<file path="src/rtl/smbmon_pkg.sv">
package smbmon_pkg;

    typedef enum logic [2:0] {
        K_SEND  = 3'd0,
        K_RECV  = 3'd1,
        K_WBYTE = 3'd2,
        K_RBYTE = 3'd3,
        K_WWORD = 3'd4,
        K_RWORD = 3'd5
    } txn_kind_e;

    typedef enum logic [1:0] {
        TGT_NONE = 2'd0,
        TGT_MAIN = 2'd1,
        TGT_SNSA = 2'd2,
        TGT_SNSB = 2'd3
    } target_e;

    typedef enum logic [1:0] {
        ST_IDLE   = 2'd0,
        ST_FIRST  = 2'd1,
        ST_SECOND = 2'd2,
        ST_REPLY  = 2'd3
    } state_e;

    // offset of the first register selected by a sensor pointer code
    function automatic logic [7:0] pair_offset(input logic [1:0] sel);
        logic [7:0] off;
        unique case (sel)
            2'd0: off = 8'd0;
            2'd1: off = 8'd2;
            2'd2: off = 8'd3;
            2'd3: off = 8'd5;
        endcase
        return off;
    endfunction

endpackage

</file>
<file path="src/rtl/smbmon_addr_regs.sv">
module smbmon_addr_regs #(
    parameter int             AW        = 7,
    parameter int             DW        = 8,
    parameter int             NSENS     = 2,
    parameter logic [DW-1:0]  MAIN_INIT = 8'h2D,
    parameter logic [DW-1:0]  CTRL_INIT = 8'h01,
    parameter logic [AW-1:0]  SENS_BASE = 7'h48,
    parameter logic [DW-1:0]  MAIN_IDX  = 8'h48,
    parameter logic [DW-1:0]  CTRL_IDX  = 8'h4A
) (
    input  logic                      clk,
    input  logic                      rst_n,
    input  logic                      wr_en,
    input  logic [DW-1:0]             wr_idx,
    input  logic [DW-1:0]             wr_data,
    output logic [DW-1:0]             main_q,
    output logic [DW-1:0]             ctrl_q,
    output logic [NSENS:0][AW-1:0]    tgt_addr
);
    localparam int FIELD_W = 4;
    localparam int OFS_W   = FIELD_W - 1;

    always_ff @(posedge clk or negedge rst_n) begin
        if (!rst_n) begin
            main_q <= MAIN_INIT;
            ctrl_q <= CTRL_INIT;
        end else if (wr_en) begin
            if (wr_idx == MAIN_IDX) main_q <= wr_data;
            if (wr_idx == CTRL_IDX) ctrl_q <= wr_data;
        end
    end

    assign tgt_addr[0] = main_q[AW-1:0];

    for (genvar k = 0; k < NSENS; k++) begin : g_sens
        logic              dis;
        logic [OFS_W-1:0]  ofs;
        assign dis = ctrl_q[k*FIELD_W + OFS_W];
        assign ofs = ctrl_q[k*FIELD_W +: OFS_W];
        assign tgt_addr[k+1] = dis ? '0 : SENS_BASE + AW'(ofs);
    end

endmodule

</file>
<file path="src/rtl/smbmon_addr_match.sv">
module smbmon_addr_match #(
    parameter int AW = 7,
    parameter int N  = 3,
    localparam int IW = $clog2(N + 1)
) (
    input  logic [N-1:0][AW-1:0] tgt_addr,
    input  logic [AW-1:0]        probe,
    output logic [IW-1:0]        sel
);
    logic [N-1:0] hit_vec;

    for (genvar i = 0; i < N; i++) begin : g_cmp
        assign hit_vec[i] = (tgt_addr[i] != '0) && (tgt_addr[i] == probe);
    end

    // lowest index wins
    always_comb begin
        sel = '0;
        for (int i = N - 1; i >= 0; i--) begin
            if (hit_vec[i]) sel = IW'(i + 1);
        end
    end

endmodule

</file>
<file path="src/rtl/smbmon_decoder.sv">
module smbmon_decoder
    import smbmon_pkg::*;
#(
    parameter int            AW            = 7,
    parameter int            DW            = 8,
    parameter bit            SMBUS_PRESENT = 1'b1,
    parameter logic [6:0]    MAIN_DEFAULT  = 7'h2D,
    parameter logic [6:0]    SENS_BASE     = 7'h48,
    parameter logic [7:0]    MAIN_IDX      = 8'h48,
    parameter logic [7:0]    CTRL_IDX      = 8'h4A,
    parameter logic [7:0]    PAIR_BASE     = 8'h50
) (
    input  logic            clk,
    input  logic            rst_n,
    input  logic            txn_valid,
    output logic            txn_ready,
    input  logic [AW-1:0]   txn_addr,
    input  logic [2:0]      txn_kind,
    input  logic [DW-1:0]   txn_cmd,
    input  logic [2*DW-1:0] txn_wdata,
    output logic            acc_valid,
    output logic            acc_we,
    output logic [1:0]      acc_bank,
    output logic [DW-1:0]   acc_reg,
    output logic [DW-1:0]   acc_wdata,
    input  logic [DW-1:0]   acc_rdata,
    output logic            resp_valid,
    output logic            resp_hit,
    output logic [1:0]      resp_target,
    output logic [2*DW-1:0] resp_data
);
    localparam int          NSENS     = 2;
    localparam int          NTGT      = NSENS + 1;
    localparam logic [DW-1:0] MAIN_INIT = SMBUS_PRESENT ? DW'(MAIN_DEFAULT) : '0;
    localparam logic [DW-1:0] CTRL_INIT = SMBUS_PRESENT ? 8'h01 : 8'h88;
    localparam logic [1:0]  SNSA_BANK = 2'd1;
    localparam logic [1:0]  SNSB_BANK = 2'd2;

    state_e                 state_q;
    txn_kind_e              kind_q;
    target_e                tgt_q;
    logic [DW-1:0]          cmd_q;
    logic [2*DW-1:0]        wdata_q;
    logic [DW-1:0]          ptr_q;
    logic [DW-1:0]          lo_q;
    logic [2*DW-1:0]        data_q;

    logic [DW-1:0]          main_q;
    logic [DW-1:0]          ctrl_q;
    logic [NTGT-1:0][AW-1:0] tgt_addr;
    logic [1:0]             match_sel;
    logic                   regs_wr;
    logic [DW-1:0]          rd_byte;

    logic                   on_sensor;
    logic                   word_kind;
    logic                   is_pair;
    logic                   is_read;
    logic [DW-1:0]          sens_first;
    logic [1:0]             sens_bank;

    smbmon_addr_regs #(
        .AW        (AW),
        .DW        (DW),
        .NSENS     (NSENS),
        .MAIN_INIT (MAIN_INIT),
        .CTRL_INIT (CTRL_INIT),
        .SENS_BASE (SENS_BASE),
        .MAIN_IDX  (MAIN_IDX),
        .CTRL_IDX  (CTRL_IDX)
    ) u_regs (
        .clk      (clk),
        .rst_n    (rst_n),
        .wr_en    (regs_wr),
        .wr_idx   (acc_reg),
        .wr_data  (acc_wdata),
        .main_q   (main_q),
        .ctrl_q   (ctrl_q),
        .tgt_addr (tgt_addr)
    );

    smbmon_addr_match #(
        .AW (AW),
        .N  (NTGT)
    ) u_match (
        .tgt_addr (tgt_addr),
        .probe    (txn_addr),
        .sel      (match_sel)
    );

    // transaction classification from latched fields
    assign on_sensor  = (tgt_q == TGT_SNSA) || (tgt_q == TGT_SNSB);
    assign word_kind  = (kind_q == K_WWORD) || (kind_q == K_RWORD);
    assign is_pair    = on_sensor && word_kind && (cmd_q[1:0] != 2'd1);
    assign is_read    = (kind_q == K_RECV) || (kind_q == K_RBYTE) || (kind_q == K_RWORD);
    assign sens_first = PAIR_BASE + pair_offset(cmd_q[1:0]);
    assign sens_bank  = (tgt_q == TGT_SNSA) ? SNSA_BANK : SNSB_BANK;

    // address registers answer their own reads
    always_comb begin
        rd_byte = acc_rdata;
        if (acc_bank == 2'd0 && acc_reg == MAIN_IDX) rd_byte = main_q;
        else if (acc_bank == 2'd0 && acc_reg == CTRL_IDX) rd_byte = ctrl_q;
    end

    assign regs_wr = acc_valid && acc_we && (acc_bank == 2'd0);

    // state register and transaction context
    always_ff @(posedge clk or negedge rst_n) begin
        if (!rst_n) begin
            state_q <= ST_IDLE;
            kind_q  <= K_SEND;
            tgt_q   <= TGT_NONE;
            cmd_q   <= '0;
            wdata_q <= '0;
            ptr_q   <= '0;
            lo_q    <= '0;
            data_q  <= '0;
        end else begin
            unique case (state_q)
                ST_IDLE: begin
                    if (txn_valid) begin
                        kind_q  <= txn_kind_e'(txn_kind);
                        tgt_q   <= target_e'(match_sel);
                        cmd_q   <= txn_cmd;
                        wdata_q <= txn_wdata;
                        data_q  <= '0;
                        if (match_sel == 2'd0) begin
                            state_q <= ST_REPLY;
                        end else begin
                            unique case (txn_kind)
                                K_SEND: begin
                                    ptr_q   <= txn_cmd;
                                    state_q <= ST_REPLY;
                                end
                                K_RECV, K_WBYTE, K_RBYTE, K_WWORD, K_RWORD:
                                    state_q <= ST_FIRST;
                                default:
                                    state_q <= ST_REPLY;
                            endcase
                        end
                    end
                end
                ST_FIRST: begin
                    lo_q <= rd_byte;
                    if (is_pair) begin
                        state_q <= ST_SECOND;
                    end else begin
                        if (is_read) begin
                            data_q <= (kind_q == K_RWORD) ? {rd_byte, rd_byte}
                                                          : {{DW{1'b0}}, rd_byte};
                        end
                        state_q <= ST_REPLY;
                    end
                end
                ST_SECOND: begin
                    if (is_read) data_q <= {rd_byte, lo_q};
                    state_q <= ST_REPLY;
                end
                ST_REPLY: begin
                    state_q <= ST_IDLE;
                end
            endcase
        end
    end

    // outputs per state
    always_comb begin
        txn_ready   = 1'b0;
        acc_valid   = 1'b0;
        acc_we      = 1'b0;
        acc_bank    = 2'd0;
        acc_reg     = '0;
        acc_wdata   = '0;
        resp_valid  = 1'b0;
        resp_hit    = (tgt_q != TGT_NONE);
        resp_target = tgt_q;
        resp_data   = data_q;
        unique case (state_q)
            ST_IDLE: begin
                txn_ready = 1'b1;
            end
            ST_FIRST: begin
                acc_valid = 1'b1;
                acc_we    = !is_read;
                if (on_sensor && word_kind) begin
                    acc_bank  = sens_bank;
                    acc_reg   = sens_first;
                    acc_wdata = is_pair ? wdata_q[2*DW-1:DW] : wdata_q[DW-1:0];
                end else if (kind_q == K_RECV) begin
                    acc_reg   = ptr_q;
                end else begin
                    acc_reg   = cmd_q;
                    acc_wdata = wdata_q[DW-1:0];
                end
            end
            ST_SECOND: begin
                acc_valid = 1'b1;
                acc_we    = !is_read;
                acc_bank  = sens_bank;
                acc_reg   = sens_first + 8'd1;
                acc_wdata = wdata_q[DW-1:0];
            end
            ST_REPLY: begin
                resp_valid = 1'b1;
            end
        endcase
    end

endmodule

</file>
<file path="config.mk">
export PLATFORM = sky130hd
export DESIGN_NAME = smbmon_decoder
export DESIGN_NICKNAME = d
export VERILOG_FILES = /design/src/rtl/smbmon_pkg.sv /design/src/rtl/smbmon_addr_regs.sv /design/src/rtl/smbmon_addr_match.sv /design/src/rtl/smbmon_decoder.sv
export SDC_FILE = /design/constraint.sdc
export NUM_CORES = 1
export LEC_CHECK = 0
export CORE_UTILIZATION = 45
export DETAILED_ROUTE_END_ITERATION = 10
export MAX_ROUTING_LAYER = met4
export PLACE_DENSITY = 0.71
export SLEW_MARGIN = 25
export SYNTH_ARGS = -nofsm -noshare
export SYNTH_HDL_FRONTEND = slang
export SYNTH_SLANG_ARGS = --single-unit
</file>
<file path="constraint.sdc">
create_clock -name clk -period 3.1 [get_ports clk]
set_input_delay 0.465 -clock clk [delete_from_list [all_inputs] [get_ports clk]]
set_output_delay 0.465 -clock clk [all_outputs]
set_load 0.02 [all_outputs]
</file>
==> results of run 1 <==
-- worst register-to-register path, delay by kind of cell, from the launching register on --
kind	cells	cell delay, ns
flops	1	0.42
compound gates	2	0.31
fa+ha+maj	1	0.44
mux	2	0.53
buf+inv	1	0.09
simple gates	3	0.80
-- per-stage QoR --
| stage | setup WS (ns) | std cells | hold WS, ns | power, uW | utilization, % |
|---|---|---|---|---|---|
| after floorplan | 0.382 | 373 | 0.169 | 3320 | - |
| after global placement | 0.233 | 561 | 0.464 | 4170 | 58.4 |
| after detailed placement | 0.197 | 561 | 0.474 | 4240 | 58.4 |
| after CTS | 0.0107 | 579 | 0.310 | 4880 | 60.2 |
| after global routing | 0.0337 | 579 | 0.197 | 5200 | 60.5 |
| final | 0.141 | 579 | 0.148 | 4870 | 60.5 |
-- power by group --
part           switching, uW  leakage, uW  internal, uW
combinational           1430      0.00143          1170
sequential               256     0.000997          1360
clock                    364    0.0000829           286
-- area by class of cell --
cell class / count / area share, %
inverters: 19 / 1.33
well taps: 108 / 2.51
flip-flops and latches: 79 / 36.9
multi-input cells: 260 / 38.9
clock buffers: 11 / 2.44
clock inverters: 5 / 0.512
repair buffers: 97 / 17.4
-- sequential cells by signal, summed over array words and instances, names as in the netlist, 3 cells and up --
name,flops
u_regs.ctrl_q,8
kind_q,3
lo_q,8
resp_data,16
wdata_q,16
cmd_q,8
ptr_q,8
u_regs.main_q,8
-- logic make-up after synthesis --
kind of cell | synth area share, %
flops | 47.1
compound gates | 11.9
xor+xnor | 2.71
buf+inv | 3.48
mux | 21.7
simple gates | 10.7
fa+ha+maj | 2.38
-- synth_stat cells, types with 3 or more instances --
cell / count / share of area [%]
o21ai_0: 12 / 1.4
mux2_2: 53 / 14
nand2b_1: 3 / 0.45
nor3_1: 4 / 0.48
a21oi_1: 38 / 4.5
nor2b_1: 4 / 0.59
dfstp_2: 5 / 3.1
nand2_1: 27 / 2.4
xor2_1: 8 / 1.7
a31oi_1: 3 / 0.45
inv_1: 19 / 1.7
a22o_1: 8 / 1.7
o21ai_1: 6 / 0.71
nor2_1: 15 / 1.3
mux2_4: 7 / 2.5
clkbuf_1: 8 / 0.71
dfrtp_1: 74 / 44
xnor2_1: 5 / 1.0
ha_1: 8 / 2.4
mux2i_1: 20 / 4.8
buf_1: 4 / 0.36
-- layer usage --
layer / global-route usage, % / wire length, um / part of all wire [%] / vias up
met1: 27.8 / 4410 / 46 / 1541
met5: - / 0 / 0 / -
met2: 33.5 / 4540 / 47 / 100
met3: 3.05 / 419 / 4.4 / 17
li1: - / - / - / 1512
met4: 8.27 / 195 / 2.0 / 0
-- worst min-delay path by stage --
stage	startpoint	endpoint	slack, ns	depth (start not counted)
after floorplan	rst_n	cmd_q[0]	0.17	0
after global placement	resp_data[13]	resp_data[13]	0.46	2
after detailed placement	resp_data[15]	resp_data[15]	0.47	2
after CTS	rst_n	kind_q[2]	0.31	1
after global routing	rst_n	kind_q[2]	0.20	1
final	rst_n	kind_q[2]	0.15	1
-- timing repair --
action / CTS / global route
hold buffers: 0 / 0
setup buffers: 2 / 0
gates resized for setup: 11 / 6
pin swaps: 1 / 0
endpoints found under the setup margin: 12 / 5
==> flow_metrics.py, run 1 <==
metrics = {
    "status": {
        "outcome": "complete, no violations",
    },
    "cts": {
        "clk_pin_slew_worst_paths_ns": 0.08,
        "numCtsBuffers": 9,
        "cts_tree": "yes",
        "cts_num_sinks": 79,
        "clockBufferDepth": 2,
        "cts_htree_levels": 3,
        "clk_root_buffer_cell": "clkbuf_8",
        "clk_latency_ns": 0.35,
    },
    "cells_and_area": {
        "regArea_mm2": 0.00198,
        "final_common_cell": "dfrtp_1",
        "drive_gt1_share_pct": 22.7,
        "post-route-cell-area_mm2": 0.00538,
        "final_cell_mix": "dfrtp_1 (74), clkdlybuf4s50_1 (71), mux2_2 (53)",
        "areaGrowthSynthToFinish_pct": 27.8,
        "layout.nets": 519,
        "multi_input_area_mm2": 0.00209,
        "nFillCells": 764,
        "antennaDiodeCount": 0,
    },
    "worst_setup_path": {
        "r2r_slack_ns": 0.38,
        "cp.arrival_ns": 2.49,
        "r2r-end": "lo_q[3]",
        "cp.depth": 6,
        "crit_buf_inv": 3,
        "r2r.worst_path.cells": 9,
        "critPathMaxFanout": 10,
        "critPathCapture": "acc_reg[4]",
        "crit_chain": "inv_1 > ha_2 > nand2_2 > o31a_1 > inv_1 > clkdlybuf4s50_1",
        "crit_family": "buffers and inverters",
        "cp_common_cell": "inv_1",
        "cp-startpoint": "state_q[1]",
        "cp-end-kind": "output port",
        "crit_path_start_kind": "flop",
        "required_ns": 2.63,
        "max_stage_delay_ns": 0.59,
        "rr_startpoint": "state_q[1]",
        "cp_slowest_cell": "clkdlybuf4s50_1",
        "timing_worst_setup_path_type": "flop to output port",
    },
    "floorplan": {
        "io_pins": 86,
        "dieArea_mm2": 0.00974,
        "start_util_pct": 47.3,
        "num_rows": 34,
        "core_area_mm2": 0.00889,
        "die_x_um": 98.7,
        "die_h_um": 98.7,
    },
    "grt": {
        "grt_max_degree": 80,
        "grt_antenna_before_repair": 0,
        "grt_overflow_total": 0,
        "grt_pass1_vias": 3127,
        "track_usage_pct": 21.2,
        "grt_pass1_wl_um": 15700,
    },
    "placed_design": {
        "gp_congestion": 0.870,
        "hpwl_um": 7090,
        "placed_area_mm2": 0.00519,
        "port_buffers": 85,
    },
    "synthesis": {
        "synth_nets": 426,
        "synth_edf_count": 0,
        "synth.avg_cell_area_um2": 11.3,
        "synth.distinct_cells": 57,
        "synth-main-ff-cell": "dfrtp_1",
        "syn_area_mm2": 0.00421,
        "ys_ff_latch": 79,
        "ys_warn_count": 0,
        "yosysSeqAreaShare_pct": 47.1,
        "synthCells": 373,
        "async_reset_ff_share_pct": 100,
    },
    "sta": {
        "fin_crit_sh_pct": 95.4,
        "hold_violations": 0,
        "setup_viol": 0,
        "skew_ns": 0.0160,
        "min_period_ns": 2.96,
        "slew_headroom_pct": 52.8,
        "rsz0062_at_grt": "false",
        "max_freq_mhz": 338,
        "drv_slew": 0,
        "fin_tns_setup_ns": 0,
        "worst_pin_slew_ns": 0.708,
    },
    "hold_path": {
        "holdCritPathClass": "input pin to async pin",
    },
    "drt": {
        "post_drt_wl_per_cell_um": 16.5,
        "drc": 0,
        "via_per_inst": 5.47,
        "drt-total-wl_um": 9570,
        "firstDrtPassIters": 4,
        "vias": 3170,
        "ant_nets": 0,
        "first_iter_violations": 127,
    },
    "power_and_ir_drop": {
        "leakagePower_uw": 0.00251,
        "ir_worst_vdd_uv": 454,
        "p_per_area_mw_per_mm2": 905,
    },
    "run": {
        "maxCapViolations": 0,
    },
}
Note: power is estimated with default switching activity, not from simulation.
==> run 2: changes to the inputs <==
--- a/config.mk
+++ b/config.mk
@@ -5,6 +5,7 @@
 export SDC_FILE = /design/constraint.sdc
 export NUM_CORES = 1
 export LEC_CHECK = 0
+export CORE_MARGIN = 10
 export CORE_UTILIZATION = 45
 export DETAILED_ROUTE_END_ITERATION = 10
 export MAX_ROUTING_LAYER = met4
==> run 2 against run 1 <==
  * Hold slack lost 0.0027 ns
  * Total power grew 2.7%
  * First-iteration DRC count grew 8.7%
  * Critical path type unchanged
  * Sequential share of layout area shrank 0.21 points
  * Highest routed layer unchanged
  * Combinational power grew 2%
  * Global-route usage shrank 4.1 points
==> flow_metrics.py, run 2 (synthesized netlist as in run 1, its figures left out) <==
metrics = {
    "status": {
        "outcome": "complete, no violations",
    },
    "drt": {
        "drc": 0,
        "ant_nets": 0,
        "route.top_layer_used": "met4",
        "first_iter_violations": 138,
        "wl_met3_um": 398,
        "firstDrtPassIters": 4,
        "vias": 3189,
        "wl_met2_um": 5510,
        "drt-total-wl_um": 10700,
        "post_drt_wl_per_cell_um": 18.5,
        "wl_met1_um": 4660,
        "via_per_inst": 5.49,
    },
    "grt": {
        "grt_max_degree": 80,
        "grt_overflow_total": 0,
        "grt_pass1_wl_um": 17800,
        "grt_pass1_vias": 3522,
        "grt_antenna_before_repair": 0,
        "track_usage_pct": 17.1,
    },
    "floorplan": {
        "start_util_pct": 46.0,
        "dieArea_mm2": 0.0136,
        "core_area_mm2": 0.00915,
        "io_pins": 86,
        "die_x_um": 117,
        "die_h_um": 117,
        "num_rows": 35,
    },
    "sta": {
        "skew_ns": 0.0139,
        "worst_pin_slew_ns": 0.711,
        "slew_headroom_pct": 52.6,
        "max_freq_mhz": 346,
        "fin_tns_setup_ns": 0,
        "fin_crit_sh_pct": 93.1,
        "hold_violations": 0,
        "min_period_ns": 2.89,
        "rsz0062_at_grt": "false",
        "whs_ns": 0.146,
        "worst_slack_ns": 0.213,
        "setup_viol": 0,
        "drv_slew": 0,
    },
    "cells_and_area": {
        "areaGrowthSynthToFinish_pct": 28.6,
        "final_common_cell": "dfrtp_1",
        "nFillCells": 779,
        "drive_gt1_share_pct": 23.0,
        "finish.utilization_pct": 59.1,
        "final_cell_mix": "dfrtp_1 (73), clkdlybuf4s50_1 (70), mux2_2 (53)",
        "post-route-cell-area_mm2": 0.00541,
        "antennaDiodeCount": 0,
        "layout.nets": 518,
    },
    "worst_setup_path": {
        "crit_path_start_kind": "flop",
        "crit_buf_inv": 3,
        "crit_family": "buffers and inverters",
        "cp_common_cell": "o21ai_0",
        "max_stage_delay_ns": 0.63,
        "required_ns": 2.63,
        "crit_chain": "inv_1 > ha_1 > buf_4 > o21ai_0 > o21ai_0 > a21oi_1 > nor2b_1 > clkdlybuf4s50_1",
        "cp_slowest_cell": "clkdlybuf4s50_1",
        "timing_worst_setup_path_type": "flop to output port",
        "critPathMaxFanout": 7,
        "cp.arrival_ns": 2.42,
        "cp-end-kind": "output port",
    },
    "placed_design": {
        "port_buffers": 85,
        "gp_congestion": 0.923,
        "placed_area_mm2": 0.00520,
        "dpl_worst_slack_ns": 0.146,
        "hpwl_um": 8120,
    },
    "hold_path": {
        "holdCritPathClass": "input pin to async pin",
    },
    "cts": {
        "cts_htree_levels": 3,
        "clk_root_buffer_cell": "clkbuf_8",
        "cts_tree": "yes",
        "clockBufferDepth": 2,
        "hold_buffers": 0,
        "clk_latency_ns": 0.36,
        "clk_pin_slew_worst_paths_ns": 0.08,
        "cts_num_sinks": 79,
        "numCtsBuffers": 9,
    },
    "power_and_ir_drop": {
        "ir_worst_vdd_uv": 423,
        "p_per_area_mw_per_mm2": 923,
        "leakagePower_uw": 0.00251,
    },
    "run": {
        "maxCapViolations": 0,
    },
}
run 2: changes by cell type in the layout (fill, tap and decap cells not counted), moves of 2 or more:
cell	delta
clkinv_2	-4
clkinv_4	+2
clkbuf_1	-2
clkdlybuf4s15_1	+2
run 2: metrics by stage:
| stage | power, uW | std cells |
|---|---|---|
| 3_3_place_gp | 4220 | 565 |
| 5_1_grt | 5370 | 581 |
| 4_1_cts | 5010 | 581 |
| 3_5_place_dp | 4300 | 565 |
| 6_report | 5000 | 581 |
| 2_1_floorplan | 3320 | 373 |
run 2: area by class of cell:
cell class	instances	area, um^2	area share [%]
Clock buffer	10	138	2.54
Clock inverter	6	52.6	0.971
Inverter	19	71.3	1.32
Multi-Input combinational cell	260	2100	38.7
Sequential cell	79	1980	36.7
Tap cell	111	139	2.57
Timing Repair Buffer	96	931	17.2
run 2: power by group:
part | internal [uW] | switching, uW
clock network | 324 | 414
registers | 1360 | 257
logic | 1170 | 1470
run 2: repair_timing:
item	4_1_cts	5_1_grt
setup buffers	0	0
pin swaps	0	0
setup endpoints to repair	13	26
resized for setup	12	9
run 2: worst reg2reg max path, delay by kind of cell, from the launching register on:
family                   cells  cell delay [ns]
AND/OR/NAND/NOR              3             0.77
flip-flops                   1             0.44
multiplexers                 2             0.54
buffers and inverters        3             0.52
adder cells (fa/ha/maj)      1             0.20
AO/OA/AOI/OAI                2             0.27
run 2: final timing paths:
| kind | start | endpoint | slack [ns] | cells after the start |
|---|---|---|---|---|
| max | state_q[1] | acc_reg[0] | 0.21 | 8 |
| max in group asynchronous | rst_n | cmd_q[0] | 2.46 | 1 |
| min | rst_n | ptr_q[7] | 0.15 | 1 |
| min reg2reg | resp_data[13] | resp_data[13] | 0.49 | 2 |
| max reg2reg | state_q[1] | lo_q[3] | 0.23 | 11 |
| min in group clk | resp_data[13] | resp_data[13] | 0.49 | 2 |
run 2: layer usage:
metal | track usage [%] | up-vias
met5 | - | -
met4 | 6.43 | 0
met3 | 3.18 | 14
met2 | 28.0 | 77
met1 | 20.4 | 1584
li1 | - | 1514
==> run 3: changes to the inputs <==
--- a/config.mk
+++ b/config.mk
@@ -5,8 +5,8 @@
 export SDC_FILE = /design/constraint.sdc
 export NUM_CORES = 1
 export LEC_CHECK = 0
-export CORE_MARGIN = 10
 export CORE_UTILIZATION = 45
+export CTS_BUF_LIST = sky130_fd_sc_hd__clkbuf_16
 export DETAILED_ROUTE_END_ITERATION = 10
 export MAX_ROUTING_LAYER = met4
 export PLACE_DENSITY = 0.71
==> run 3 against run 2 <==
  * Clock-buffer cell count decreased by 1
  * Register-to-register slack better by 0.16 ns
  * Clock power rose by 25%
  * Global-route usage rose by 4.4 points
  * Sequential power hardly changed
  * Via count fell by 1.2%
  * Die area down 28%
  * Wire length fell by 9.7%
  * Setup slack worse by 0.10 ns
  * First-iteration DRC count fell by 3.6%
  * Largest cell class unchanged
  * Largest power group unchanged
  * Highest routed layer unchanged
==> flow_metrics.py, run 3 (synthesized netlist as in run 1, its figures left out) <==
metrics = {
    "drt": {
        "wl_met2_um": 4720,
        "via_per_inst": 5.44,
        "firstDrtPassIters": 4,
        "drc": 0,
        "vias": 3151,
        "route.top_layer_used": "met4",
        "drt-total-wl_um": 9680,
        "wl_met1_um": 4480,
        "ant_nets": 0,
        "wl_met3_um": 361,
        "post_drt_wl_per_cell_um": 16.7,
        "first_iter_violations": 133,
    },
    "floorplan": {
        "core_area_mm2": 0.00889,
        "die_x_um": 98.7,
        "num_rows": 34,
        "start_util_pct": 47.3,
        "die_h_um": 98.7,
        "dieArea_mm2": 0.00974,
        "io_pins": 86,
    },
    "sta": {
        "worst_pin_slew_ns": 0.702,
        "min_period_ns": 2.99,
        "max_freq_mhz": 335,
        "drv_slew": 0,
        "fin_crit_sh_pct": 96.4,
        "slew_headroom_pct": 53.2,
        "hold_violations": 0,
        "worst_slack_ns": 0.111,
        "setup_viol": 0,
        "skew_ns": 0.0110,
    },
    "run": {
        "maxCapViolations": 0,
    },
    "grt": {
        "grt_max_degree": 80,
        "grt_pass1_wl_um": 15900,
        "track_usage_pct": 21.5,
        "grt_pass1_vias": 3176,
        "grt_antenna_before_repair": 0,
        "grt_overflow_total": 0,
    },
    "worst_setup_path": {
        "cp-startpoint": "state_q[1]",
        "cp.arrival_ns": 2.52,
        "required_ns": 2.63,
        "crit_path_start_kind": "flop",
        "critPathMaxFanout": 10,
        "cp-end-kind": "output port",
        "rr_startpoint": "kind_q[2]",
        "timing_worst_setup_path_type": "flop to output port",
    },
    "cells_and_area": {
        "post-route-cell-area_mm2": 0.00548,
        "fin_cells": 579,
        "areaGrowthSynthToFinish_pct": 30.2,
        "nFillCells": 749,
        "drive_gt1_share_pct": 22.5,
        "final_cell_mix": "dfrtp_1 (74), clkdlybuf4s50_1 (73), mux2_2 (53)",
        "layout.nets": 519,
        "final_common_cell": "dfrtp_1",
        "antennaDiodeCount": 0,
    },
    "power_and_ir_drop": {
        "seq_power_share_pct": 31.5,
        "p_int_uw": 3080,
        "ir_worst_vdd_uv": 484,
        "p_per_area_mw_per_mm2": 943,
        "p_comb_share_pct": 50.6,
        "leakagePower_uw": 0.00255,
        "switching_share_pct": 40.4,
        "clockPowerShare_pct": 17.9,
        "p_sw_uw": 2080,
        "p_total_uw": 5160,
    },
    "cts": {
        "clk_root_buffer_cell": "clkbuf_16",
        "clk_pin_slew_worst_paths_ns": 0.06,
        "hold_buffers": 0,
        "cts_num_sinks": 79,
        "numCtsBuffers": 9,
        "cts_tree": "yes",
        "clockBufferDepth": 2,
        "cts_htree_levels": 3,
        "clk_latency_ns": 0.32,
    },
    "status": {
        "outcome": "complete, no violations",
    },
    "hold_path": {
        "holdCritPathClass": "input pin to async pin",
    },
    "placed_design": {
        "hpwl_um": 7090,
        "placed_area_mm2": 0.00519,
        "placedCellCount": 561,
        "dpl_worst_slack_ns": 0.197,
        "port_buffers": 85,
        "gp_congestion": 0.870,
    },
}
-- run 3: cell count changes in the layout (fill, tap and decap cells not counted), moves of 2 or more --
cell,change
clkdlybuf4s15_1,-2
inv_1,+2
clkdlybuf4s50_1,+3
clkbuf_8,-10
clkinv_4,-2
clkinv_2,+4
clkbuf_16,+9
-- run 3: routing by layer --
layer | up-vias | global-route usage (%)
met5 | - | -
met4 | 0 | 7.23
met3 | 8 | 3.48
met2 | 84 | 34.4
met1 | 1547 | 27.9
li1 | 1512 | -
-- run 3: worst max-delay path, cell delays in order, from the launching register on --
cell and delay (ns):
dfrtp_1 0.41, inv_1 0.09, ha_2 0.43, nand2_2 0.15, a21oi_1 0.19, o211ai_2 0.15
o21ai_0 0.14, clkdlybuf4s50_1 0.65
-- run 3: metrics by stage --
stage                     hold slack [ns]  TNS (ns)  util [%]
after floorplan                     0.169         0         -
after global placement              0.464         0      58.4
after detailed placement            0.474         0      58.4
after CTS                           0.341         0      61.4
after global routing                0.228   -0.0106      61.6
final                               0.176         0      61.6
-- run 3: cell type report --
cell class              count  area (um^2)  area share (%)
multi-input cells         260         2090            38.1
flip-flops and latches     79         1980            36.2
repair buffers             97          940            17.2
inverters                  19         71.3            1.30
clock inverters             7         35.0           0.640
well taps                 108          135            2.47
clock buffers               9          225            4.11
-- run 3: path summary, 6_finish.rpt --
path / endpoint / slack, ns / cells past startpoint
max: acc_reg[2] / 0.11 / 7
min: kind_q[2] / 0.18 / 1
max reg2reg: lo_q[1] / 0.39 / 9
min reg2reg: resp_data[15] / 0.48 / 2
max in group asynchronous: wdata_q[6] / 2.45 / 1
min in group clk: resp_data[15] / 0.48 / 2
-- run 3: power groups by stage --
| stage | combinational [uW] | clock, uW | sequential (uW) |
|---|---|---|---|
| after floorplan | 1670 | 0 | 1650 |
| after global placement | 2550 | 0 | 1620 |
| after detailed placement | 2600 | 0 | 1640 |
| after CTS | 2610 | 946 | 1620 |
| after global routing | 2840 | 997 | 1670 |
| final | 2620 | 924 | 1620 |
-- run 3: repair_timing --
action | 4_1_cts | 5_1_grt
buffers inserted | 2 | 0
pin swaps | 1 | 0
gates resized for setup | 10 | 5
gates cloned | 0 | 0
endpoints found under the setup margin | 12 | 6
